$ cat src/rtl/vsid_pkg.sv
`timescale 1ns/1ps
package vsid_pkg;
  localparam int EA_BITS        = 64;
  localparam int SID_SHIFT      = 28;
  localparam int VSID_BITS      = 36;
  localparam int MUL_BITS       = 28;
  localparam int CTX_BITS       = 19;
  localparam int USER_ESID_BITS = 16;
  localparam int USER_EA_BITS   = 41;
  localparam int SEG_BITS       = EA_BITS - SID_SHIFT;
  localparam int USER_SEG_BITS  = USER_EA_BITS - SID_SHIFT;
  localparam int PROD_BITS      = VSID_BITS + MUL_BITS;
  localparam logic [MUL_BITS-1:0] VSID_MULT = 28'd200730139;

  typedef enum logic {SRC_KERNEL = 1'b0, SRC_USER = 1'b1} src_e;
endpackage

$ cat src/rtl/vsid_front.sv
`timescale 1ns/1ps
module vsid_front #(
  parameter int SEG_W      = vsid_pkg::SEG_BITS,
  parameter int CTX_W      = vsid_pkg::CTX_BITS,
  parameter int PROTO_W    = vsid_pkg::VSID_BITS,
  parameter int USER_SEG_W = vsid_pkg::USER_SEG_BITS,
  parameter int USER_SHIFT = vsid_pkg::USER_ESID_BITS
) (
  input  logic               is_user,
  input  logic [SEG_W-1:0]   seg,
  input  logic [CTX_W-1:0]   ctx,
  output logic [PROTO_W-1:0] proto,
  output logic               bad
);
  logic [PROTO_W-1:0] user_proto, kern_proto;
  logic               user_over, kern_rsvd;

  // user addresses must sit below the user address ceiling
  assign user_over  = |seg[SEG_W-1:USER_SEG_W];
  assign user_proto = (PROTO_W'(ctx) << USER_SHIFT) | PROTO_W'(seg[USER_SEG_W-1:0]);
  // kernel proto is the segment number itself; all ones is reserved
  assign kern_proto = PROTO_W'(seg);
  assign kern_rsvd  = &seg;

  always_comb begin
    if (vsid_pkg::src_e'(is_user) == vsid_pkg::SRC_USER) begin
      proto = user_proto;
      bad   = user_over;
    end else begin
      proto = kern_proto;
      bad   = kern_rsvd;
    end
  end
endmodule

$ cat src/rtl/vsid_fold.sv
`timescale 1ns/1ps
module vsid_fold #(
  parameter int W    = vsid_pkg::VSID_BITS,
  parameter int HI_W = vsid_pkg::MUL_BITS
) (
  input  logic [W+HI_W-1:0] prod,
  output logic [W:0]        sum
);
  // 2^W == 1 (mod 2^W-1): the upper part folds onto the lower part
  assign sum = (W+1)'(prod[W-1:0]) + (W+1)'(prod[W+HI_W-1:W]);
endmodule

$ cat src/rtl/vsid_correct.sv
`timescale 1ns/1ps
module vsid_correct #(
  parameter int W = vsid_pkg::VSID_BITS
) (
  input  logic [W:0]   sum,
  output logic [W-1:0] vsid
);
  logic [W:0] inc;
  // sum+1 overflows into bit W exactly when sum >= 2^W-1
  assign inc  = sum + (W+1)'(1);
  assign vsid = sum[W-1:0] + W'(inc[W]);
endmodule

$ cat src/rtl/vsid_scrambler.sv
`timescale 1ns/1ps
module vsid_scrambler #(
  parameter int SEG_W  = vsid_pkg::SEG_BITS,
  parameter int CTX_W  = vsid_pkg::CTX_BITS,
  parameter int VSID_W = vsid_pkg::VSID_BITS,
  parameter int MUL_W  = vsid_pkg::MUL_BITS
) (
  input  logic              clk,
  input  logic              rst_n,
  input  logic              in_valid,
  output logic              in_ready,
  input  logic              in_user,
  input  logic [SEG_W-1:0]  in_seg,
  input  logic [CTX_W-1:0]  in_ctx,
  output logic              out_valid,
  input  logic              out_ready,
  output logic [VSID_W-1:0] out_vsid,
  output logic              out_err
);
  localparam int PROD_W = VSID_W + MUL_W;

  logic [VSID_W-1:0] proto;
  logic              proto_bad;
  logic              adv;

  logic              s1_v, s1_err;
  logic [PROD_W-1:0] s1_prod;
  logic              s2_v, s2_err;
  logic [VSID_W:0]   s2_sum, fold_sum;
  logic              s3_v, s3_err;
  logic [VSID_W-1:0] s3_vsid, corr_vsid;

  vsid_front #(
    .SEG_W(SEG_W), .CTX_W(CTX_W), .PROTO_W(VSID_W),
    .USER_SEG_W(vsid_pkg::USER_SEG_BITS), .USER_SHIFT(vsid_pkg::USER_ESID_BITS)
  ) u_front (
    .is_user(in_user), .seg(in_seg), .ctx(in_ctx), .proto(proto), .bad(proto_bad)
  );

  vsid_fold #(.W(VSID_W), .HI_W(MUL_W)) u_fold (.prod(s1_prod), .sum(fold_sum));
  vsid_correct #(.W(VSID_W)) u_corr (.sum(s2_sum), .vsid(corr_vsid));

  // the whole pipe moves unless a finished result is waiting
  assign adv      = !s3_v || out_ready;
  assign in_ready = adv;

  always_ff @(posedge clk) begin
    if (!rst_n) begin
      s1_v <= 1'b0; s2_v <= 1'b0; s3_v <= 1'b0;
      s1_err <= 1'b0; s2_err <= 1'b0; s3_err <= 1'b0;
      s1_prod <= '0; s2_sum <= '0; s3_vsid <= '0;
    end else if (adv) begin
      s1_v    <= in_valid;
      s1_err  <= proto_bad;
      s1_prod <= PROD_W'(proto) * PROD_W'(vsid_pkg::VSID_MULT);
      s2_v    <= s1_v;
      s2_err  <= s1_err;
      s2_sum  <= fold_sum;
      s3_v    <= s2_v;
      s3_err  <= s2_err;
      s3_vsid <= s2_err ? '0 : corr_vsid;
    end
  end

  assign out_valid = s3_v;
  assign out_vsid  = s3_vsid;
  assign out_err   = s3_err;


  hold_when_stalled_chk: assert property (@(posedge clk) disable iff (!rst_n)
    out_valid && !out_ready |=> out_valid && $stable(out_vsid) && $stable(out_err));

  no_accept_when_stalled_chk: assert property (@(posedge clk) disable iff (!rst_n)
    out_valid && !out_ready |-> !in_ready);

  error_gives_zero_chk: assert property (@(posedge clk) disable iff (!rst_n)
    out_valid && out_err |-> out_vsid == '0);

  no_reserved_result_chk: assert property (@(posedge clk) disable iff (!rst_n)
    out_valid && !out_err |-> out_vsid != '1);

  fill_one_step_chk: assert property (@(posedge clk) disable iff (!rst_n)
    $past(adv) && $past(s2_v) |-> s3_v);
endmodule

$ cat config.mk
export PLATFORM = sky130hd
export DESIGN_NAME = vsid_scrambler
export DESIGN_NICKNAME = d
export VERILOG_FILES = /design/src/rtl/vsid_pkg.sv /design/src/rtl/vsid_front.sv /design/src/rtl/vsid_fold.sv /design/src/rtl/vsid_correct.sv /design/src/rtl/vsid_scrambler.sv
export SDC_FILE = /design/constraint.sdc
export NUM_CORES = 2
export LEC_CHECK = 0
export BUFFER_PORTS_ARGS = -buffer_cell sky130_fd_sc_hd__buf_2
export CORE_MARGIN = 3
export CORE_UTILIZATION = 59
export DETAILED_ROUTE_END_ITERATION = 16
export GPL_ROUTABILITY_DRIVEN = 0
export PLACE_DENSITY_LB_ADDON = 0.2
export SLEW_MARGIN = 10
export SYNTH_ARGS = -nofsm -noshare
export SYNTH_HDL_FRONTEND = slang
export SYNTH_SLANG_ARGS = --single-unit
$ cat constraint.sdc
create_clock -name clk -period 8.09 [get_ports clk]
set_input_delay 0.809 -clock clk [delete_from_list [all_inputs] [get_ports clk]]
set_output_delay 0.809 -clock clk [all_outputs]
set_load 0.1 [all_outputs]
# Word-level counts from Yosys, hierarchy flattened
# Cells that the tools add are included.
# totals
ff_bits	143
wordCells	21
# classes
multipliers	1
bitwise	1
muxes	3
n_addsub	3
reduce_logical	4
# ops
operator	count
$mux W36	2
$mul A36 B28 Y64 const B	1
$add A36 B28 Y37	1
$add A37 B1 Y37 const B	1
$add A36 B1 Y36	1
$reduce_and A36 Y1	1
$or A35 B13 Y35	1
$reduce_or A23 Y1	1
$logic_not A1 Y1	1
$logic_or A1 B1 Y1	1
$mux W1	1

# Logic depth before layout (Yosys ltp)
# logic_depth
depth_word	3
depth_mapped	28
ltp_nobuf	26

# Hierarchy
# From an unflattened synthesis, not the netlist that was laid out.
# hier_totals
cells_unflattened	3179
area_unflattened_um2	28264.6
# by_module_without_submodules
mod	seq_area_each_um2	instances	area_each_um2	cells_per_inst
vsid_scrambler	2862.7	1	25187.9	2756
vsid_fold	0.0	1	1745.4	250
vsid_correct	0.0	1	817.0	112
vsid_front	0.0	1	514.2	61

# Worst setup path after synthesis
# No wires, ideal clock.
# synth_timing
path_kind	input -> register
from	input in_user
to	register s1_prod[62]
path_stages	22
path_buffers	2
required_time_ns	7.963
path_slack_ns	0.016
t_arrival_ns	7.948
cell_sequence	clkbuf_1 -> buf_1 -> mux2_2 -> fa_1 -> inv_1 -> fa_1 -> fa_1 -> inv_1 -> fa_1 -> fa_1 -> fa_1 -> inv_1 -> fa_1 -> inv_1 -> ha_1 -> nand2_1 -> or4_1 -> o31ai_2 -> a21oi_2 -> o31ai_2 -> a21oi_1 -> or3_1
# synth_between
elab_chain_cells	2
# synth_rtl
item	line	source
start, declared	vsid_scrambler.sv:12	input logic in_user,
$mux W36	vsid_front.sv:26	if (vsid_pkg::src_e'(is_user) == vsid_pkg::SRC_USER) begin
$mul A36 B28 Y64	vsid_scrambler.sv:55	s1_prod <= PROD_W'(proto) * PROD_W'(vsid_pkg::VSID_MULT);
end signal, assigned	vsid_scrambler.sv:55	
end, declared	vsid_scrambler.sv:27	logic [PROD_W-1:0] s1_prod;
# Every way passes these cells.
# A chain may end at the register's enable or synchronous reset.

# Worst setup path in the final report
# layout_timing
from	input in_user
to	register s1_prod[55]
# The elaborated chain is that of the path after synthesis.

==> results.tsv <==
stage	metric	value	unit
timing	Hold Fails Final Rpt	0	
layout	# fillers	3737	
floorplanning	Initial Util	60.0	%
synthesis	EDFF count, synth	0	
worst_setup_path	crit path DAT	7.94	ns
synthesis	Cell Area, Synth	26600	sq um
timing	final setup vio count	0	
timing	final worst slack	0.426	ns
synthesis	Syn Inst Count	2855	
clock_network	CTS clk-pin slew, worst paths	0.06	ns
layout	multi-input logic area	20800	sq um
worst_setup_path	r2r startpoint	s2_sum[14]	
worst_setup_path	CP max FO	26	
synthesis	Synth Flop Type	dfxtp_1	
detailed_routing	# DRC	0	
timing	Max-slew headroom	20.0	%
timing	fin. max-slew vios	0	
synthesis	area leader, netlist	fa_1	
global_routing	antenna violations before repair	1	
detailed_routing	Post-Route WL	74100	um
flow_run	Max Cap Violations	0	
detailed_routing	DR pass1 iterations	7	
min_path	Worst Hold Path EP	out_err	
worst_setup_path	Worst Setup End Kind	flip-flop	
worst_setup_path	Critical Path RT	8.36	ns
detailed_routing	met3 WL post-DR	6730	um
placed_design	pre-CTS setup slack	0.0303	ns
synthesis	Syn Area/Cell	9.31	sq um
detailed_routing	Top Layer Used	met5	
floorplanning	Core ar.	44300	sq um
floorplanning	Die Area	47600	sq um
timing	Setup TNS	0	ns
min_path	HP Start	out_err	
global_routing	vias in the first global route	21900	
floorplanning	I/O pin total	99	
detailed_routing	via count	20400	
min_path	HP Class	reg2reg	
detailed_routing	first-iteration detailed-routing DRC count	1640	
layout	fin nets	3879	
placed_design	Port Buf Inserts	98	
clock_network	Clock Tree Buf Depth	2	
timing	Setup Skew	0.00835	ns
detailed_routing	via density per instance	5.72	
floorplanning	row count	77	
timing	post-layout minimum cycle time	7.66	ns
worst_setup_path	Setup crit start kind	input port	
clock_network	Post-CTS Hold Fix Bufs	0	
detailed_routing	Routed Antenna Nets	0	
global_routing	Overflow after GRT	0	
global_routing	Total GRT Usage	32.3	%
synthesis	post-synthesis sequential area ratio	10.8	%
clock_network	CTS tree	built	
timing	Worst-Margin Slew	1.19	ns
worst_setup_path	Crit path largest cell delay	0.64	ns
timing	Tcrit/Tclk final	94.7	%
worst_setup_path	CP most frequent cell	fa_1	
outcome	status	finished, final reports clean	
worst_setup_path	Reg-to-Reg End	out_vsid[25]	
clock_network	clk root buf	clkbuf_16	
layout	register area	2860	sq um
timing	f_max	130	MHz
worst_setup_path	r2r setup slk	4.03	ns
worst_setup_path	Critical Path, Cell by Cell	buf_2 > buf_12 > mux2_2 > ha_1 > ha_1 > fa_1 > fa_1 > fa_1 > fa_1 > inv_1 > fa_1 > inv_1 > ha_1 > nand4_1 > nor3_1 > o2bb2ai_1 > a2111oi_1 > buf_4 > and2_1 > o31ai_1 > a311o_1 > a41oi_1 > xor2_1 > o21ai_1	
clock_network	Sink Count	143	
min_path	WHS Path Cells	2	
layout	Core Util, Final	64.5	%
floorplanning	Die Wd	218	um
global_routing	largest net degree at the start of global routing	102	
detailed_routing	drt wl/cell	20.8	um
clock_network	clk_lat worst skew	0.42	ns
detailed_routing	DRT met1 WL	28800	um
layout	antenna cell count	0	
detailed_routing	DR WL met2	34900	um
synthesis	Synthesis Warnings	0	
synthesis	synthesized flop and latch total	143	
synthesis	Yosys top cell area share	36.7	%
synthesis	Cell variety after synth	68	
worst_setup_path	slowest CP cell	fa_1	
global_routing	first-pass GRT wire length	118000	um
layout	Synth-to-Final Area Change	7.59	%
placed_design	Post-DP HPWL	64500	um
layout	ratio of cells with drive above 1 in the final layout	7.37	%
synthesis	Post-synth ARST share	0	%
worst_setup_path	CP Class	in2reg	
worst_setup_path	reg2reg path depth	14	
synthesis	Area contributors post-synth	fa_1 37%, ha_1 18%, dfxtp_1 11%, inv_1 9.9%, nand2_1 3.0%	
floorplanning	chip height	218	um
clock_network	H-tree depth	4	
timing	RSZ-0062 raised after global routing	false	
synthesis	syn nets	3775	
clock_network	total CTS buffers	17	
layout make-up:
class / count / area share [%]
multi-input cells: 1945 / 72.9
flip-flops and latches: 143 / 10.0
inverters: 700 / 9.19
repair buffers: 152 / 3.18
well taps: 592 / 2.59
clock buffers: 20 / 1.63
clock inverters: 12 / 0.473
cells in the final DEF (no fill, tap or decap), types with 11 or more instances in the layout:
| cell type | instances |
|---|---|
| nand2_1 | 211 |
| a21o_1 | 48 |
| fa_1 | 487 |
| o21bai_1 | 13 |
| nand3_1 | 47 |
| a21oi_1 | 148 |
| nor3_1 | 22 |
| nand2b_1 | 11 |
| dfxtp_1 | 143 |
| a22oi_1 | 31 |
| a211oi_1 | 19 |
| nand4_1 | 29 |
| xor2_1 | 56 |
| clkbuf_16 | 17 |
| mux2_2 | 14 |
| o21ai_0 | 78 |
| xnor2_1 | 75 |
| and3_1 | 21 |
| nor2_1 | 103 |
| buf_4 | 53 |
| nor2b_1 | 15 |
| a31oi_1 | 12 |
| ha_1 | 373 |
| buf_2 | 98 |
| inv_1 | 698 |
| and2_1 | 16 |
layer usage:
| layer | GRT usage (%) | vias to the layer above |
|---|---|---|
| li1 | - | 9250 |
| met1 | 41.3 | 10200 |
| met2 | 53.1 | 819 |
| met3 | 7.61 | 180 |
| met4 | 13.4 | 2 |
| met5 | 0 | - |
cell usage after synthesis, types with 5 or more instances:
cell type / n
inv_1: 700
clkbuf_1: 61
buf_1: 6
nor3_1: 22
ha_1: 373
nor2_1: 105
nor4_1: 8
o21bai_1: 13
xor2_1: 56
nand2b_1: 11
nand3_1: 47
dfxtp_1: 143
a21o_1: 48
o21ai_1: 8
and2_1: 16
or3_1: 5
o21a_1: 9
a31oi_1: 12
a211oi_1: 19
a21oi_1: 148
xnor2_1: 75
mux2i_1: 8
nand2_1: 211
a22oi_1: 31
nor2b_1: 16
a41oi_1: 5
o21ai_0: 79
and3_1: 21
mux2_2: 14
fa_1: 487
nand4_1: 29
cell families (layout without fill, tap and decap cells):
kind of cell             Yosys count  after routing  synth area share [%]
multiplexers                      22             22                 0.895
AO/OA/AOI/OAI                    421            421                  10.1
AND/OR/NAND/NOR                  511            511                  8.85
adder cells (fa/ha/maj)          860            860                  54.3
buffers and inverters            767            884                  10.8
XOR/XNOR                         131            131                  4.32
flip-flops                       143            143                  10.8
metrics by stage:
stage	std cells	cell area (sq um)	hold WS (ns)
after global placement	3532	28000	0.438
after global routing	3564	28600	0.484
after detailed placement	3532	28000	0.445
after floorplan	2855	26600	0.429
after CTS	3564	28600	0.458
final	3564	28600	0.455
worst max-delay path, delay by kind of cell:
family	cells	cell delay [ns]
and+or+nand+nor	3	0.69
AOI/OAI and AO/OA	6	1.36
muxes	1	0.52
adders and majority gates	8	3.79
xor gates and xnor gates	1	0.16
buffers and inverters	5	0.57
registers in the layout, summed over array words and instances (netlist names):
| name | flops |
|---|---|
| s1_prod | 64 |
| s2_sum | 37 |
| out_vsid | 36 |
| out_err | 1 |
| out_valid | 1 |
| s1_err | 1 |
| s1_v | 1 |
| s2_err | 1 |
| s2_v | 1 |
repair_timing:
item                                    4_1_cts  5_1_grt
buffers inserted                              0        0
gates resized for setup                       0        1
endpoints found under the setup margin        0        1
worst max path at each step:
stage / from / endpoint / slack [ns] / depth (start not counted)
detailed placement: in_user / s1_prod[55] / 0.03 / 24
finish: in_user / s1_prod[55] / 0.43 / 24
CTS: in_user / s1_prod[57] / 0.47 / 25
global route: in_user / s1_prod[57] / 0.06 / 25
global placement: in_user / s1_prod[63] / 0.15 / 24
floorplan: in_user / s1_prod[62] / 0.02 / 22
Power is left out: the tool's default activity adds up to more than one toggle a clock period on the data nets, which glitch-free logic cannot reach.
